--- src/rtl/i2c_unhang_pkg.sv ---
package i2c_unhang_pkg;
  typedef enum logic [2:0] {
    ST_IDLE,
    ST_SETTLE,
    ST_LOW,
    ST_HIGH,
    ST_POLL
  } rec_state_e;
endpackage

--- src/rtl/i2c_unhang_sync.sv ---
module i2c_unhang_sync #(
  parameter int              WIDTH  = 2,
  parameter int              STAGES = 2,
  parameter logic [WIDTH-1:0] INIT  = '1
) (
  input  logic             clk_i,
  input  logic             rst_ni,
  input  logic [WIDTH-1:0] d_i,
  output logic [WIDTH-1:0] q_o
);
  for (genvar b = 0; b < WIDTH; b++) begin : g_bit
    logic [STAGES-1:0] chain_q;
    always_ff @(posedge clk_i or negedge rst_ni) begin
      if (!rst_ni) chain_q <= {STAGES{INIT[b]}};
      else         chain_q <= {chain_q[STAGES-2:0], d_i[b]};
    end
    assign q_o[b] = chain_q[STAGES-1];
  end
endmodule

--- src/rtl/i2c_unhang_timer.sv ---
module i2c_unhang_timer #(
  parameter int CYC_PER_US = 50,
  parameter int US_W       = 8
) (
  input  logic            clk_i,
  input  logic            rst_ni,
  input  logic            load_i,
  input  logic [US_W-1:0] limit_i,
  output logic            expire_o
);
  localparam int PRE_W = (CYC_PER_US > 1) ? $clog2(CYC_PER_US) : 1;

  logic tick;

  if (CYC_PER_US > 1) begin : g_pre
    logic [PRE_W-1:0] pre_q;
    always_ff @(posedge clk_i or negedge rst_ni) begin
      if (!rst_ni)              pre_q <= '0;
      else if (load_i || tick)  pre_q <= '0;
      else                      pre_q <= pre_q + 1'b1;
    end
    assign tick = (pre_q == PRE_W'(CYC_PER_US - 1));
  end else begin : g_nopre
    assign tick = 1'b1;
  end

  logic [US_W-1:0] us_q;
  always_ff @(posedge clk_i or negedge rst_ni) begin
    if (!rst_ni)                 us_q <= '0;
    else if (load_i)             us_q <= '0;
    else if (tick && !expire_o)  us_q <= us_q + 1'b1;
  end

  assign expire_o = tick && (us_q == limit_i - 1'b1);
endmodule

--- src/rtl/i2c_unhang_fsm.sv ---
module i2c_unhang_fsm
  import i2c_unhang_pkg::*;
#(
  parameter int NUM_PULSES = 9,
  parameter int SETTLE_CYC = 2
) (
  input  logic clk_i,
  input  logic rst_ni,
  input  logic start_i,
  input  logic sda_s_i,
  input  logic scl_s_i,
  input  logic expire_i,
  output logic load_o,
  output logic poll_o,
  output logic own_o,
  output logic scl_oe_o,
  output logic done_o,
  output logic err_busy_o,
  output logic last_sda_o,
  output logic last_scl_o
);
  localparam int PC_W = $clog2(NUM_PULSES + 1);
  localparam int SC_W = $clog2(SETTLE_CYC + 1);

  rec_state_e      state_q, state_d;
  logic [PC_W-1:0] pulse_q;
  logic [SC_W-1:0] settle_q;
  logic            bus_free, fin, fin_err;
  logic            own_q, oe_q, done_q, err_q, lsda_q, lscl_q;

  assign bus_free = sda_s_i & scl_s_i;

  always_comb begin
    state_d = state_q;
    fin     = 1'b0;
    fin_err = 1'b0;
    unique case (state_q)
      ST_IDLE:   if (start_i) state_d = ST_SETTLE;
      ST_SETTLE: if (settle_q == SC_W'(SETTLE_CYC - 1)) begin
                   if (bus_free) fin = 1'b1;
                   else          state_d = ST_LOW;
                 end
      ST_LOW:    if (expire_i) state_d = ST_HIGH;
      ST_HIGH:   if (expire_i)
                   state_d = (pulse_q == PC_W'(NUM_PULSES - 1)) ? ST_POLL : ST_LOW;
      ST_POLL:   if (bus_free) fin = 1'b1;
                 else if (expire_i) begin
                   fin     = 1'b1;
                   fin_err = 1'b1;
                 end
      default:   state_d = ST_IDLE;
    endcase
    if (fin) state_d = ST_IDLE;
  end

  assign load_o = (state_d != state_q);
  assign poll_o = (state_q == ST_POLL);

  always_ff @(posedge clk_i or negedge rst_ni) begin
    if (!rst_ni) begin
      state_q  <= ST_IDLE;
      pulse_q  <= '0;
      settle_q <= '0;
      own_q    <= 1'b0;
      oe_q     <= 1'b0;
      done_q   <= 1'b0;
      err_q    <= 1'b0;
      lsda_q   <= 1'b0;
      lscl_q   <= 1'b0;
    end else begin
      state_q <= state_d;
      own_q   <= (state_d != ST_IDLE);
      oe_q    <= (state_d == ST_LOW);
      done_q  <= fin;
      if (state_q == ST_IDLE)        settle_q <= '0;
      else if (state_q == ST_SETTLE) settle_q <= settle_q + 1'b1;
      if (state_q == ST_SETTLE)                 pulse_q <= '0;
      else if (state_q == ST_HIGH && expire_i)  pulse_q <= pulse_q + 1'b1;
      if (state_q == ST_IDLE && start_i) err_q <= 1'b0;
      if (fin) begin
        err_q  <= fin_err;
        lsda_q <= sda_s_i;
        lscl_q <= scl_s_i;
      end
    end
  end

  assign own_o      = own_q;
  assign scl_oe_o   = oe_q;
  assign done_o     = done_q;
  assign err_busy_o = err_q;
  assign last_sda_o = lsda_q;
  assign last_scl_o = lscl_q;
endmodule

--- src/rtl/i2c_unhang_seq.sv ---
module i2c_unhang_seq #(
  parameter int CLK_FREQ_HZ = 50_000_000,
  parameter int PULSE_US    = 50,
  parameter int TIMEOUT_US  = 200_000,
  parameter int NUM_PULSES  = 9,
  parameter int SYNC_STAGES = 2
) (
  input  logic clk_i,
  input  logic rst_ni,
  input  logic start_i,
  input  logic scl_i,
  input  logic sda_i,
  output logic pin_own_o,
  output logic scl_oe_o,
  output logic sda_oe_o,
  output logic done_o,
  output logic err_busy_o,
  output logic last_scl_o,
  output logic last_sda_o
);
  localparam int CYC_PER_US = CLK_FREQ_HZ / 1_000_000;
  localparam int MAX_US     = (TIMEOUT_US > PULSE_US) ? TIMEOUT_US : PULSE_US;
  localparam int US_W       = $clog2(MAX_US + 1);

  logic [1:0]      line_s;
  logic            load, poll, expire;
  logic [US_W-1:0] limit;

  i2c_unhang_sync #(
    .WIDTH (2),
    .STAGES(SYNC_STAGES),
    .INIT  (2'b11)
  ) u_sync (
    .clk_i (clk_i),
    .rst_ni(rst_ni),
    .d_i   ({scl_i, sda_i}),
    .q_o   (line_s)
  );

  assign limit = poll ? US_W'(TIMEOUT_US) : US_W'(PULSE_US);

  i2c_unhang_timer #(
    .CYC_PER_US(CYC_PER_US),
    .US_W      (US_W)
  ) u_timer (
    .clk_i   (clk_i),
    .rst_ni  (rst_ni),
    .load_i  (load),
    .limit_i (limit),
    .expire_o(expire)
  );

  i2c_unhang_fsm #(
    .NUM_PULSES(NUM_PULSES),
    .SETTLE_CYC(SYNC_STAGES)
  ) u_fsm (
    .clk_i     (clk_i),
    .rst_ni    (rst_ni),
    .start_i   (start_i),
    .sda_s_i   (line_s[0]),
    .scl_s_i   (line_s[1]),
    .expire_i  (expire),
    .load_o    (load),
    .poll_o    (poll),
    .own_o     (pin_own_o),
    .scl_oe_o  (scl_oe_o),
    .done_o    (done_o),
    .err_busy_o(err_busy_o),
    .last_sda_o(last_sda_o),
    .last_scl_o(last_scl_o)
  );

  // open drain: SDA is only ever observed
  assign sda_oe_o = 1'b0;
endmodule

--- config.mk ---
export PLATFORM = sky130hd
export DESIGN_NAME = i2c_unhang_seq
export DESIGN_NICKNAME = d
export VERILOG_FILES = /design/src/rtl/i2c_unhang_pkg.sv /design/src/rtl/i2c_unhang_sync.sv /design/src/rtl/i2c_unhang_timer.sv /design/src/rtl/i2c_unhang_fsm.sv /design/src/rtl/i2c_unhang_seq.sv
export SDC_FILE = /design/constraint.sdc
export NUM_CORES = 1
export LEC_CHECK = 0
export CAP_MARGIN = 20
export CORE_UTILIZATION = 61
export CTS_CLUSTER_SIZE = 14
export DETAILED_ROUTE_END_ITERATION = 8
export MAX_ROUTING_LAYER = met4
export PLACE_DENSITY_LB_ADDON = 0.3
export SYNTH_ARGS = -nofsm -noshare
export SYNTH_HDL_FRONTEND = slang
export SYNTH_HIERARCHICAL = 1
export SYNTH_SLANG_ARGS = --single-unit
--- constraint.sdc ---
create_clock -name clk_i -period 7.3 [get_ports clk_i]
set_input_delay 1.46 -clock clk_i [delete_from_list [all_inputs] [get_ports clk_i]]
set_output_delay 1.46 -clock clk_i [all_outputs]
set_load 0.01 [all_outputs]
== After elaboration in Yosys (flattened, before gate mapping) ==
Cells that the tools add are included.

* Register bits: 43
* Word-level logic and storage cells: 66

* $add $sub $neg: 5
* Eq/ne operators: 10
* Multiplexer cells: 25
* Bitwise logic cells: 1
* Reductions and logical operators: 12

{| class="wikitable"
|+ Operators with widths
! kind !! count
|-
| $mux W18 || 3
|-
| $mux W3 || 7
|-
| $add A18 B1 Y18 const B || 1
|-
| $eq A18 B18 Y1 || 1
|-
| $sub A18 B1 Y18 const B || 1
|-
| $pmux W3 S5 || 1
|-
| $eq A3 B2 Y1 const B || 3
|-
| $mux W1 || 8
|-
| $mux W4 || 2
|-
| $reduce_bool A2 Y1 || 4
|-
| $add A6 B1 Y6 const B || 1
|-
| $eq A6 B6 Y1 const B || 1
|-
| $mux W6 || 1
|-
| $add A4 B1 Y4 const B || 1
|-
| $eq A4 B4 Y1 const B || 1
|-
| $logic_and A1 B1 Y1 || 4
|-
| $mux W2 || 2
|-
| $eq A3 B1 Y1 const B || 1
|-
| $eq A3 B3 Y1 const B || 1
|-
| $logic_not A3 Y1 || 1
|-
| $ne A3 B3 Y1 || 1
|-
| $reduce_bool A3 Y1 || 1
|-
| $add A2 B1 Y2 const B || 1
|-
| $eq A2 B1 Y1 const B || 1
|-
| other kinds (4) || 4
|}

== Depth between registers and ports, before layout ==
Gate-level depths: netlist (run 1).

* Word-level depth: 12
* Gate-level depth with buffers: 22

== Modules after synthesis ==
The synthesis (run 1) kept the hierarchy.

{| class="wikitable"
|+ Modules (own cells, without submodules)
! module !! instances !! cells each !! area each (um2)
|-
| i2c_unhang_timer || 1 || 243 || 2,095.8
|-
| i2c_unhang_fsm || 1 || 84 || 800.8
|-
| i2c_unhang_sync || 1 || 6 || 120.1
|-
| i2c_unhang_seq || 1 || 3 || 15.0
|}

== Worst setup path after synthesis (run 1) ==
Ideal clock, no wire load.

* Path kind: register to register
* Start: reg u_fsm.state_q[0]
* End: reg u_timer.us_q[0]
* Setup time: 0.132 ns
* Arrival: 5.227 ns
* Required time: 7.168 ns
* Setup slack: 1.941 ns
* Cell stages (with the launch flop): 22
* Period minus slack after synthesis: 5.359 ns
* Path through: dfrtp_1 > nor2_1 > nand2_1 > inv_1 > inv_1 > inv_1 > ha_1 > or4b_1 > buf_2 > o21ai_0 > nor4bb_1 > o32ai_2 > nor4_4 > and3_2 > clkbuf_1 > a21o_1 > a31oi_2 > and3_4 > o211ai_1 > clkbuf_1 > clkbuf_1 > nor2_1

* Word-level cells in the longest chain between the ends: 11
* Elaborated cells on any way between the ends: 24
* Those cells by class: add/sub: 1; eq/ne: 6; mux: 12; reduce/logical: 5

{| class="wikitable"
|+ RTL lines
! what !! RTL line !! source
|-
| from (decl) || i2c_unhang_fsm.sv:25 || <nowiki>rec_state_e state_q, state_d;</nowiki>
|-
| from (signal assigned) || i2c_unhang_fsm.sv:71 || <nowiki>state_q <= state_d;</nowiki>
|-
| $eq A3 B3 Y1 * || i2c_unhang_fsm.sv:57 || <nowiki>assign poll_o = (state_q == ST_POLL);</nowiki>
|-
| $mux W18 * || i2c_unhang_seq.sv:40 || <nowiki>assign limit = poll ? US_W'(TIMEOUT_US) : US_W'(PULSE_US);</nowiki>
|-
| net limit[10] || i2c_unhang_seq.sv:27 || <nowiki>logic [US_W-1:0] limit;</nowiki>
|-
| $sub A18 B1 Y18 * || i2c_unhang_timer.sv:34 || <nowiki>assign expire_o = tick && (us_q == limit_i - 1'b1);</nowiki>
|-
| $eq A18 B18 Y1 * || i2c_unhang_timer.sv:34 ||
|-
| $logic_and A1 B1 Y1 * || i2c_unhang_timer.sv:34 ||
|-
| net expire || i2c_unhang_seq.sv:26 || <nowiki>logic load, poll, expire;</nowiki>
|-
| $mux W1 || i2c_unhang_fsm.sv:47 || <nowiki>else if (expire_i) begin</nowiki>
|-
| $mux W1 || i2c_unhang_fsm.sv:46 || <nowiki>ST_POLL: if (bus_free) fin = 1'b1;</nowiki>
|-
| $pmux W1 S2 || i2c_unhang_fsm.sv:37 || <nowiki>unique case (state_q)</nowiki>
|-
| $mux W3 * || i2c_unhang_fsm.sv:53 || <nowiki>if (fin) state_d = ST_IDLE;</nowiki>
|-
| net u_fsm.state_d[0] || i2c_unhang_fsm.sv:25 ||
|-
| $ne A3 B3 Y1 * || i2c_unhang_fsm.sv:56 || <nowiki>assign load_o = (state_d != state_q);</nowiki>
|-
| net load || i2c_unhang_seq.sv:26 ||
|-
| $mux W18 or $reduce_bool A2 Y1 (tied branches) || -- ||
|-
| to (signal assigned) || i2c_unhang_timer.sv:31 || <nowiki>else if (tick && !expire_o) us_q <= us_q + 1'b1;</nowiki>
|-
| to (decl) || i2c_unhang_timer.sv:27 || <nowiki>logic [US_W-1:0] us_q;</nowiki>
|}

Mark *: on every way through the listed nets, which the timed path passes. The rest lies on a longest branch.
A chain may end at the register's enable or synchronous reset.

== Final worst setup path (run 1) ==
* Start: reg u_fsm.state_q[1]
* End: reg u_timer.us_q[14]

The elaborated chain is that of the path after synthesis.

==> flow_results.org, run 1 <==
** Final layout
- The repair_antennas step left the layout with diodes totalling 0.
- Utilization of the core after routing :: 0.712
- In the final design database the tool counted 391 nets.
- Relative to the synthesized area, the layout overhead comes to 11.6%.
- Fraction of final layout cells with drive strength greater than 1 :: 0.132
- Once layout is complete, the cells apart from fillers number 447.
- Final-layout fill cell count :: 399
- Summed area of non-filler cells in the final layout :: 3380 um2

** Synth
- Number of enable-type register cells in the synthesized netlist :: 0
- Largest family of logic cells by synthesized area :: simple AND/OR/NAND/NOR gates
- Basic-gate share of the synthesized area counting and, or, nand and nor cells :: 0.279
- Yosys reg bits :: 43
- sky130_fd_sc_hd__dfrtp_1 takes more of the synthesized area than any other cell.
- Sorting the synthesized cells by how often they occur yields sky130_fd_sc_hd__nor2_1, sky130_fd_sc_hd__dfrtp_1, sky130_fd_sc_hd__inv_1, sky130_fd_sc_hd__xnor2_1, sky130_fd_sc_hd__nand3_1.
- Gate count of the mapped netlist :: 336
- The most common cell in the synthesized netlist is sky130_fd_sc_hd__nor2_1.
- Of the total synthesized cell area, the portion taken by full adders, half adders and majority gates is 0.0289.
- Xor/xnor cell area share of the yosys netlist :: 0.0854
- Fraction of registers with async set or reset after synthesis :: 1.00
- Top area cells in the synthesized netlist :: sky130_fd_sc_hd__dfrtp_1, sky130_fd_sc_hd__xnor2_1, sky130_fd_sc_hd__nor2_1
- Dividing the synthesized area by the synthesized cell count gives 9.02 um2.
- Yosys warning count :: 6
- Multiplexer share of the synthesized area :: 0.0392
- Share of the yosys chip area belonging to registers :: 0.357
- In the synthesized netlist the dominant register cell turns out to be sky130_fd_sc_hd__dfrtp_1.
- Area fraction of the dominant cell type after synthesis :: 0.322
- The compound-gate portion of the synthesized area is 0.158.
- The number of different library cells used by synthesis comes to 76.
- The cell area that synthesis handed to floorplanning was 3030 um2.

** STA
- Setup slack closes at 1.11 ns.
- For the final database, setup skew stands at 0.00656 ns.
- Hold timing on the final database bottoms out at a slack of 0.365 ns.
- At the pin with the least slew margin, the transition time is 0.937 ns.
- Total negative slack for setup checks :: 0 ns
- Setup violations, final :: 0
- Maximum frequency from static timing analysis :: 0.162 GHz
- Setup repair after global routing left no endpoint under its margin.
- Of the available clock period, the critical path in the final layout requires 0.848.
- Headroom to the max-slew limit came out at 0.375.
- The number of failing hold endpoints at the final stage was 0.
- The number of max-slew violations in the final report is 0.
- Final critical path time including I/O delays and setup :: 6.19 ns

** Worst setup path
- Required @ worst endpoint :: 7.49 ns
- The worst setup path is captured at a flip-flop.
- Data on the critical path arrives at its endpoint at 6.38 ns.
- Critical setup path kind :: reg -> reg
- In this run the worst path has a maximum fanout of 32.
- STA classifies the critical path startpoint as a flip-flop.

** Global route
- The via count of the first global-routing pass came to 2302.
- Antenna violations before repair :: 0
- For this run the aggregate overflow at the end of global routing stands at 0.
- The first global-routing pass estimated 10500 um of wire.
- GR Util All Layers :: 0.269
- Largest net degree at the start of global routing :: 44

** Worst hold path
- Worst hold path class :: reg -> reg

** Placed design
- Placed wire-length estimate after detailed placement :: 4490 um
- PortBufs :: 10
- Placed instance count :: 439
- Placed Instance Area :: 3290 um2
- At the end of routability-driven placement, the weighted congestion stood at 0.912.
- Before CTS, the worst setup slack after placement is 1.21 ns.

** Clocking
- Clock transition at path regs :: 0.09 ns
- Clock tree synthesis inserted a total of 5 buffers.
- No sink is reached through more buffers than the 2 on the longest clock path.
- Total of hold buffers inserted after clock tree synthesis :: 0
- Cells resized by post-CTS repair :: 0
- Clock root cell :: sky130_fd_sc_hd__clkbuf_8
- TritonCTS clock tree :: built
- Counting every sink on the clock net gives 43.
- Clock Latency Late Sink :: 0.31 ns
- In this run the post-CTS setup repair buffer count came out at 0.
- Number of levels the H-tree was split into :: 2

** Pwr
- Dividing total power by cell area gives a power density of 199 nW/um2.
- The design draws 0.672 mW.
- Standby leakage power :: 1.44 nW
- VDD sags by at most 0.000226 V.

** Floorplanning
- Starting density of the core :: 0.638
- Row Count :: 25
- 12 I/O pins were placed.
- The die covers 5260 um2.
- Width of the die :: 72.5 um
- The core region is 4750 um2.
- The floorplan step set the die height to 72.5 um.

** Drt
- Wire length after detailed routing :: 6120 um
- The detailed router placed 2503 vias in this run.
- Using the TritonRoute via totals, the vias-per-cell ratio works out to 5.60.
- The pre-antenna-repair detailed-routing pass consisted of 5 iterations.
- The first routing iteration left 172 violations.
- Remaining antenna violation count after routing :: 0
- After detailed routing, the number of remaining DRC violations is 0.
- Wire length per cell after detailed routing :: 13.7 um

** Flow run
- Maximum Capacitance Violations :: 0

** Run status
- The run finished with clean final reports.
-- metal layers --
| metal | vias up | GRT usage | wire [um] |
|---|---|---|---|
| li1 | 1258 | - | - |
| met1 | 1195 | 0.338 | 2900 |
| met2 | 45 | 0.448 | 2970 |
| met3 | 5 | 0.0347 | 193 |
| met4 | 0 | 0.0915 | 53 |
| met5 | - | - | 0 |
-- power breakdown --
| part | total, mW | internal (mW) | switching, mW |
|---|---|---|---|
| clock | 0.162 | 0.0710 | 0.0912 |
| sequential | 0.295 | 0.267 | 0.0277 |
| combinational | 0.215 | 0.0821 | 0.133 |
-- worst paths after layout --
path / start / endpoint / cells after the start / slack [ns]
worst max-delay path: u_fsm/state_q[1] / u_timer/us_q[14] / 19 / 1.11
worst min-delay path: u_sync/g_bit[0].chain_q[0] / u_sync/g_bit[0].chain_q[1] / 0 / 0.37
worst max register to register: u_fsm/state_q[1] / u_timer/us_q[14] / 19 / 1.11
worst min register to register: u_sync/g_bit[0].chain_q[0] / u_sync/g_bit[0].chain_q[1] / 0 / 0.37
max in group asynchronous: rst_ni / u_timer/us_q[2] / 1 / 5.42
min in group asynchronous: rst_ni / u_fsm/pulse_q[0] / 1 / 1.28
-- layout make-up --
class	instances	area (um2)	share of cell area
inverters	19	71.3	0.0211
well taps	67	83.8	0.0248
clock buffers	5	68.8	0.0203
flip-flops and latches	43	1080	0.319
repair buffers	11	103	0.0303
clock inverters	3	26.3	0.00776
multi-input cells	299	1950	0.576
-- cells by family (layout without fill, tap and decap cells) --
group / count (synthesis) / in the layout
and+or+nand+nor: 147 / 147
AOI/OAI and AO/OA: 64 / 64
DFF: 43 / 43
buffers and inverters: 36 / 38
xor gates and xnor gates: 28 / 28
muxes: 10 / 10
adders and majority gates: 7 / 7
other: 1 / 43
-- layout by cell type, fill, tap and decap left out, types with 4 or more instances in the layout --
master | synthesis | routed
sky130_fd_sc_hd__a21o_1 | 8 | 8
sky130_fd_sc_hd__a21oi_1 | 9 | 9
sky130_fd_sc_hd__a31oi_1 | 4 | 4
sky130_fd_sc_hd__and3_1 | 10 | 10
sky130_fd_sc_hd__clkbuf_8 | 0 | 5
sky130_fd_sc_hd__clkdlybuf4s50_1 | 0 | 9
sky130_fd_sc_hd__conb_1 | 1 | 43
sky130_fd_sc_hd__dfrtp_1 | 39 | 39
sky130_fd_sc_hd__dfstp_2 | 4 | 4
sky130_fd_sc_hd__ha_1 | 7 | 7
sky130_fd_sc_hd__inv_1 | 18 | 18
sky130_fd_sc_hd__mux2_2 | 6 | 6
sky130_fd_sc_hd__nand2_1 | 14 | 14
sky130_fd_sc_hd__nand2b_1 | 5 | 5
sky130_fd_sc_hd__nand3_1 | 15 | 15
sky130_fd_sc_hd__nand4_1 | 10 | 10
sky130_fd_sc_hd__nor2_1 | 40 | 40
sky130_fd_sc_hd__nor2b_1 | 6 | 6
sky130_fd_sc_hd__nor3_1 | 11 | 11
sky130_fd_sc_hd__nor4_1 | 6 | 6
sky130_fd_sc_hd__o211ai_1 | 6 | 6
sky130_fd_sc_hd__o21ai_0 | 11 | 11
sky130_fd_sc_hd__or3_1 | 4 | 4
sky130_fd_sc_hd__xnor2_1 | 18 | 18
sky130_fd_sc_hd__xor2_1 | 9 | 9
-- sequential cells by signal (all words and copies together), names as in the netlist --
register	cells
u_timer/us_q	18
u_timer/g_pre.pre_q	6
u_fsm/pulse_q	4
u_sync/g_bit.chain_q	4
u_fsm/state_q	3
u_fsm/settle_q	2
u_fsm/done_o	1
u_fsm/err_busy_o	1
u_fsm/last_scl_o	1
u_fsm/last_sda_o	1
u_fsm/own_o	1
u_fsm/scl_oe_o	1
-- critical path, cell delays in order (launching register included) --
cell                       delay, ns
sky130_fd_sc_hd__dfrtp_1        0.55
sky130_fd_sc_hd__nor2_1         0.35
sky130_fd_sc_hd__nand2_1        0.12
sky130_fd_sc_hd__inv_1          0.66
sky130_fd_sc_hd__inv_1          0.48
sky130_fd_sc_hd__inv_1          0.14
sky130_fd_sc_hd__ha_1           0.29
sky130_fd_sc_hd__or4b_1         0.60
sky130_fd_sc_hd__o21ai_0        0.32
sky130_fd_sc_hd__nor4bb_1       0.32
sky130_fd_sc_hd__o32ai_2        0.18
sky130_fd_sc_hd__nor4_4         0.29
sky130_fd_sc_hd__and3_2         0.35
sky130_fd_sc_hd__a21o_1         0.16
sky130_fd_sc_hd__a31oi_2        0.20
sky130_fd_sc_hd__and3_4         0.24
sky130_fd_sc_hd__o211ai_1       0.15
sky130_fd_sc_hd__buf_4          0.29
sky130_fd_sc_hd__nor2b_1        0.08
sky130_fd_sc_hd__mux2_1         0.30
Power figures use the tool's default switching activity.
==> run 2: changes to the inputs <==
--- a/config.mk
+++ b/config.mk
@@ -6,7 +6,7 @@
 export NUM_CORES = 1
 export LEC_CHECK = 0
 export CAP_MARGIN = 20
-export CORE_UTILIZATION = 61
+export CORE_UTILIZATION = 55
 export CTS_CLUSTER_SIZE = 14
 export DETAILED_ROUTE_END_ITERATION = 8
 export MAX_ROUTING_LAYER = met4
==> constraint.sdc (replaced) <==
create_clock -name clk_i -period 4.95 [get_ports clk_i]
set_input_delay 0.99 -clock clk_i [delete_from_list [all_inputs] [get_ports clk_i]]
set_output_delay 0.99 -clock clk_i [all_outputs]
set_load 0.01 [all_outputs]
==> run 2 against run 1 <==
Final cell count increased by 2.2%. Clock-buffer cell count unchanged. Critical endpoint unchanged. Clock skew about the same. Wire length increased by 5.6%. Non-clock buffer count increased by 7. Critical path depth decreased by 1. First-iteration DRC count decreased by 40%. Die area increased by 11%. Flip-flop and latch count unchanged. Worst setup slack got worse by 0.80 ns. Register-to-register slack got worse by 0.80 ns.
==> flow_results.org, run 2 (synthesis results as in run 1) <==
** Drt
- DR iter-0 viols :: 103 (-40%)
- Wire length after detailed routing :: 6460 um (+5.6%)
- Number of iterations in the first detailed-routing pass :: 4 (-1)
- The residual DRC count came to 0 (unchanged).
- The detailed-route vias per instance came to 5.56 (-0.66%).
- Wire length per cell after detailed routing :: 14.1 um (+3.3%)
- The total vias in the final route came to 2542 (+1.6%).
- The number of nets with antenna violations after detailed routing was 0 (unchanged).

** Worst setup path
- Arrival time worst endpoint :: 4.82 ns (-1.56 ns)
- The critical path in this run is classified as reg -> reg.
- The startpoint identified for the worst register-to-register timing path is u_fsm/state_q[0].
- STA classifies the critical path endpoint as a flip-flop.
- The largest fanout of any net on the critical path came to 25 (-22%).
- Required @ worst endpoint :: 5.13 ns (-2.36 ns)
- The most critical setup path has its startpoint at u_fsm/state_q[0].
- Kind of start point of the critical path :: flip-flop

** Clocking
- Number of buffers between clock root and the deepest sink :: 2 (unchanged)
- CTS Buf Count :: 5 (unchanged)
- TritonCTS clock tree :: built
- Number of levels the H-tree was split into :: 2 (unchanged)
- The clock latency of the later-clocked register in the worst-skew pair was 0.30 ns (about the same).
- Clock transition at path regs :: 0.08 ns (about the same)
- Post-CTS setup buffers :: 0 (unchanged)
- Clock root cell :: sky130_fd_sc_hd__clkbuf_8
- The number of sinks handled by clock tree synthesis was 43 (unchanged).

** STA
- The post-route clock skew is 0.00626 ns (-0.000297 ns).
- The final critical-path share of the clock period was 0.937 (+0.0892).
- The worst slew margin relative to its limit is 0.383 (+0.00807).
- The post-route minimum period came to 4.64 ns (-1.55 ns).
- Maximum frequency from static timing analysis :: 0.216 GHz (+33%)
- Number of failing hold endpoints at the final stage :: 0 (unchanged)
- The number of max-slew violations in the final report was 0 (unchanged).
- Min Hold Slack :: 0.359 ns (-0.00603 ns)
- The count of endpoints failing setup in the final report came to 0 (unchanged).
- The worst-margin pin slew was 0.925 ns (-0.0121 ns).
- The final setup slack of the worst path came to 0.312 ns (-0.799 ns).

** Global route
- Global-route wire length before repair :: 11000 um (+5.0%)
- The via count of the first global-routing pass came to 2465 (+7.1%).
- Largest net degree at the start of global routing :: 44 (unchanged)
- The global-route usage over all layers was 0.242 (-0.0265).
- Overflow left after global routing :: 0 (unchanged)
- The number of antenna violations at the first check in global routing was 0 (unchanged).

** Pwr
- The areal power density over the cells was 285 nW/um2 (+43%).
- Worst-case vdd ir drop :: 0.000244 V (+7.9%)
- The leakage power total came to 1.47 nW (+1.8%).

** Floorplanning
- Number of I/O pins :: 12 (unchanged)
- Row Count :: 26 (+4.0%)
- The y dimension of the die came to 76.2 um (+5.2%).
- Die outline area :: 5810 um2 (+11%)
- The area of the core region was 5200 um2 (+9.5%).
- The horizontal die dimension was 76.2 um (+5.2%).
- The starting utilization of the core area is 0.582 (-0.0552).

** Final layout
- From synthesis to final layout, the design area changed by 14.6%.
- Utilization of the core after routing :: 0.667 (-0.0445)
- The flip-flop count of the largest register after layout is 18 (unchanged).
- Register with the most flip-flops :: u_timer/us_q
- The library cell used most frequently in the layout, excluding fill and tap cells, is sky130_fd_sc_hd__conb_1.
- Net count, final :: 398 (+1.8%)
- Number of standard cells in the final layout excluding fillers :: 457 (+2.2%)
- The top cell types in the final layout, fill and taps aside, are sky130_fd_sc_hd__conb_1, sky130_fd_sc_hd__nor2_1, sky130_fd_sc_hd__dfrtp_1.
- The fill cell total of the finished layout came to 446 (+12%).
- N_diodes :: 0 (unchanged)
- The area of all placed cells without fillers was 3470 um2 (+2.6%).
- Largest registers ranked by flip-flop count :: u_timer/us_q (18), u_timer/g_pre.pre_q (6)
- Fraction of final layout cells with drive strength greater than 1 :: 0.165 (+0.0338)

** Run status
- Result of the run :: finished clean

** Flow run
- The max-capacitance violation count came to 0 (unchanged).

** Placed design
- PortBufs :: 10 (unchanged)
- The standard cell area after detailed placement was 3360 um2 (+2.1%).
- The last weighted congestion value of the routability-driven placer came to 0.927 (+1.6%).
- Worst Setup Slack post-DPL :: 0.226 ns (-0.983 ns)
- The detailed-placement wirelength estimate is 4700 um (+4.6%).
- Placed instance count :: 449 (+2.3%)

** Worst hold path
- Worst hold path class :: reg -> reg
- Start point of the worst hold path :: u_sync/g_bit[0].chain_q[0]
run 2: cell types whose count changed in the layout (fill, tap and decap cells not counted), sizes merged:
cell / change
buf: +7
clkinv: +3
clkinvlp: +1
inv: -4
run 2: worst paths after layout:
check                                        endpoint  slack (ns)  cells after the start
hold reg to reg            u_sync/g_bit[0].chain_q[1]        0.36                      0
max in group asynchronous      u_timer/g_pre.pre_q[2]        3.55                      1
min in group asynchronous           u_fsm/settle_q[0]        0.82                      1
setup / recovery                     u_timer/us_q[14]        0.31                     18
setup reg to reg                     u_timer/us_q[14]        0.31                     18
hold / removal             u_sync/g_bit[0].chain_q[1]        0.36                      0
run 2: per-layer routing:
metal / wire length, um / vias to the layer above / track usage
met3: 213 / 13 / 0.0323
met1: 2880 / 1206 / 0.295
met4: 150 / 0 / 0.0962
li1: - / 1274 / -
met5: 0 / - / -
met2: 3210 / 49 / 0.406
run 2: metrics by stage:
| step | TNS [ns] | power [mW] |
|---|---|---|
| floorplan | 0 | 0.668 |
| global placement | 0 | 0.744 |
| detailed placement | 0 | 0.763 |
| CTS | 0 | 0.978 |
| global route | -0.00155 | 1.06 |
| finish | 0 | 0.989 |
run 2: power by group:
group / total, mW / internal, mW / leakage (nW) / switching [mW]
logic: 0.341 / 0.133 / 0.856 / 0.208
clock network: 0.216 / 0.0966 / 0.0477 / 0.119
registers: 0.432 / 0.394 / 0.562 / 0.0382
run 2: worst max-delay path, stage by stage (launching register included):
cell and delay, ns:
sky130_fd_sc_hd__dfrtp_1 0.51, sky130_fd_sc_hd__nor2_4 0.19, sky130_fd_sc_hd__nand2_1 0.13, sky130_fd_sc_hd__clkinvlp_4 0.10
sky130_fd_sc_hd__inv_1 0.19, sky130_fd_sc_hd__or3_1 0.53, sky130_fd_sc_hd__or4_4 0.55, sky130_fd_sc_hd__a21boi_2 0.16
sky130_fd_sc_hd__o211ai_1 0.17, sky130_fd_sc_hd__nor4_4 0.34, sky130_fd_sc_hd__and3_4 0.28, sky130_fd_sc_hd__xor2_1 0.09
sky130_fd_sc_hd__a22oi_1 0.16, sky130_fd_sc_hd__o21ai_1 0.11, sky130_fd_sc_hd__and3_4 0.19, sky130_fd_sc_hd__o211ai_1 0.21
sky130_fd_sc_hd__buf_6 0.24, sky130_fd_sc_hd__nor2b_1 0.07, sky130_fd_sc_hd__mux2_1 0.30
run 2: layout make-up:
cell class | count | area, um2 | area share
Multi-Input combinational cell | 299 | 1990 | 0.572
Sequential cell | 43 | 1080 | 0.311
Timing Repair Buffer | 18 | 159 | 0.0457
Tap cell | 70 | 87.6 | 0.0252
Inverter | 19 | 75.1 | 0.0216
Clock buffer | 5 | 68.8 | 0.0198
Clock inverter | 3 | 15.0 | 0.00432
run 2: repair_timing:
| item | 4_1_cts | 5_1_grt |
|---|---|---|
| hold buffers | 0 | 0 |
| endpoints found under the setup margin | 0 | 13 |
| resized for setup | 0 | 9 |
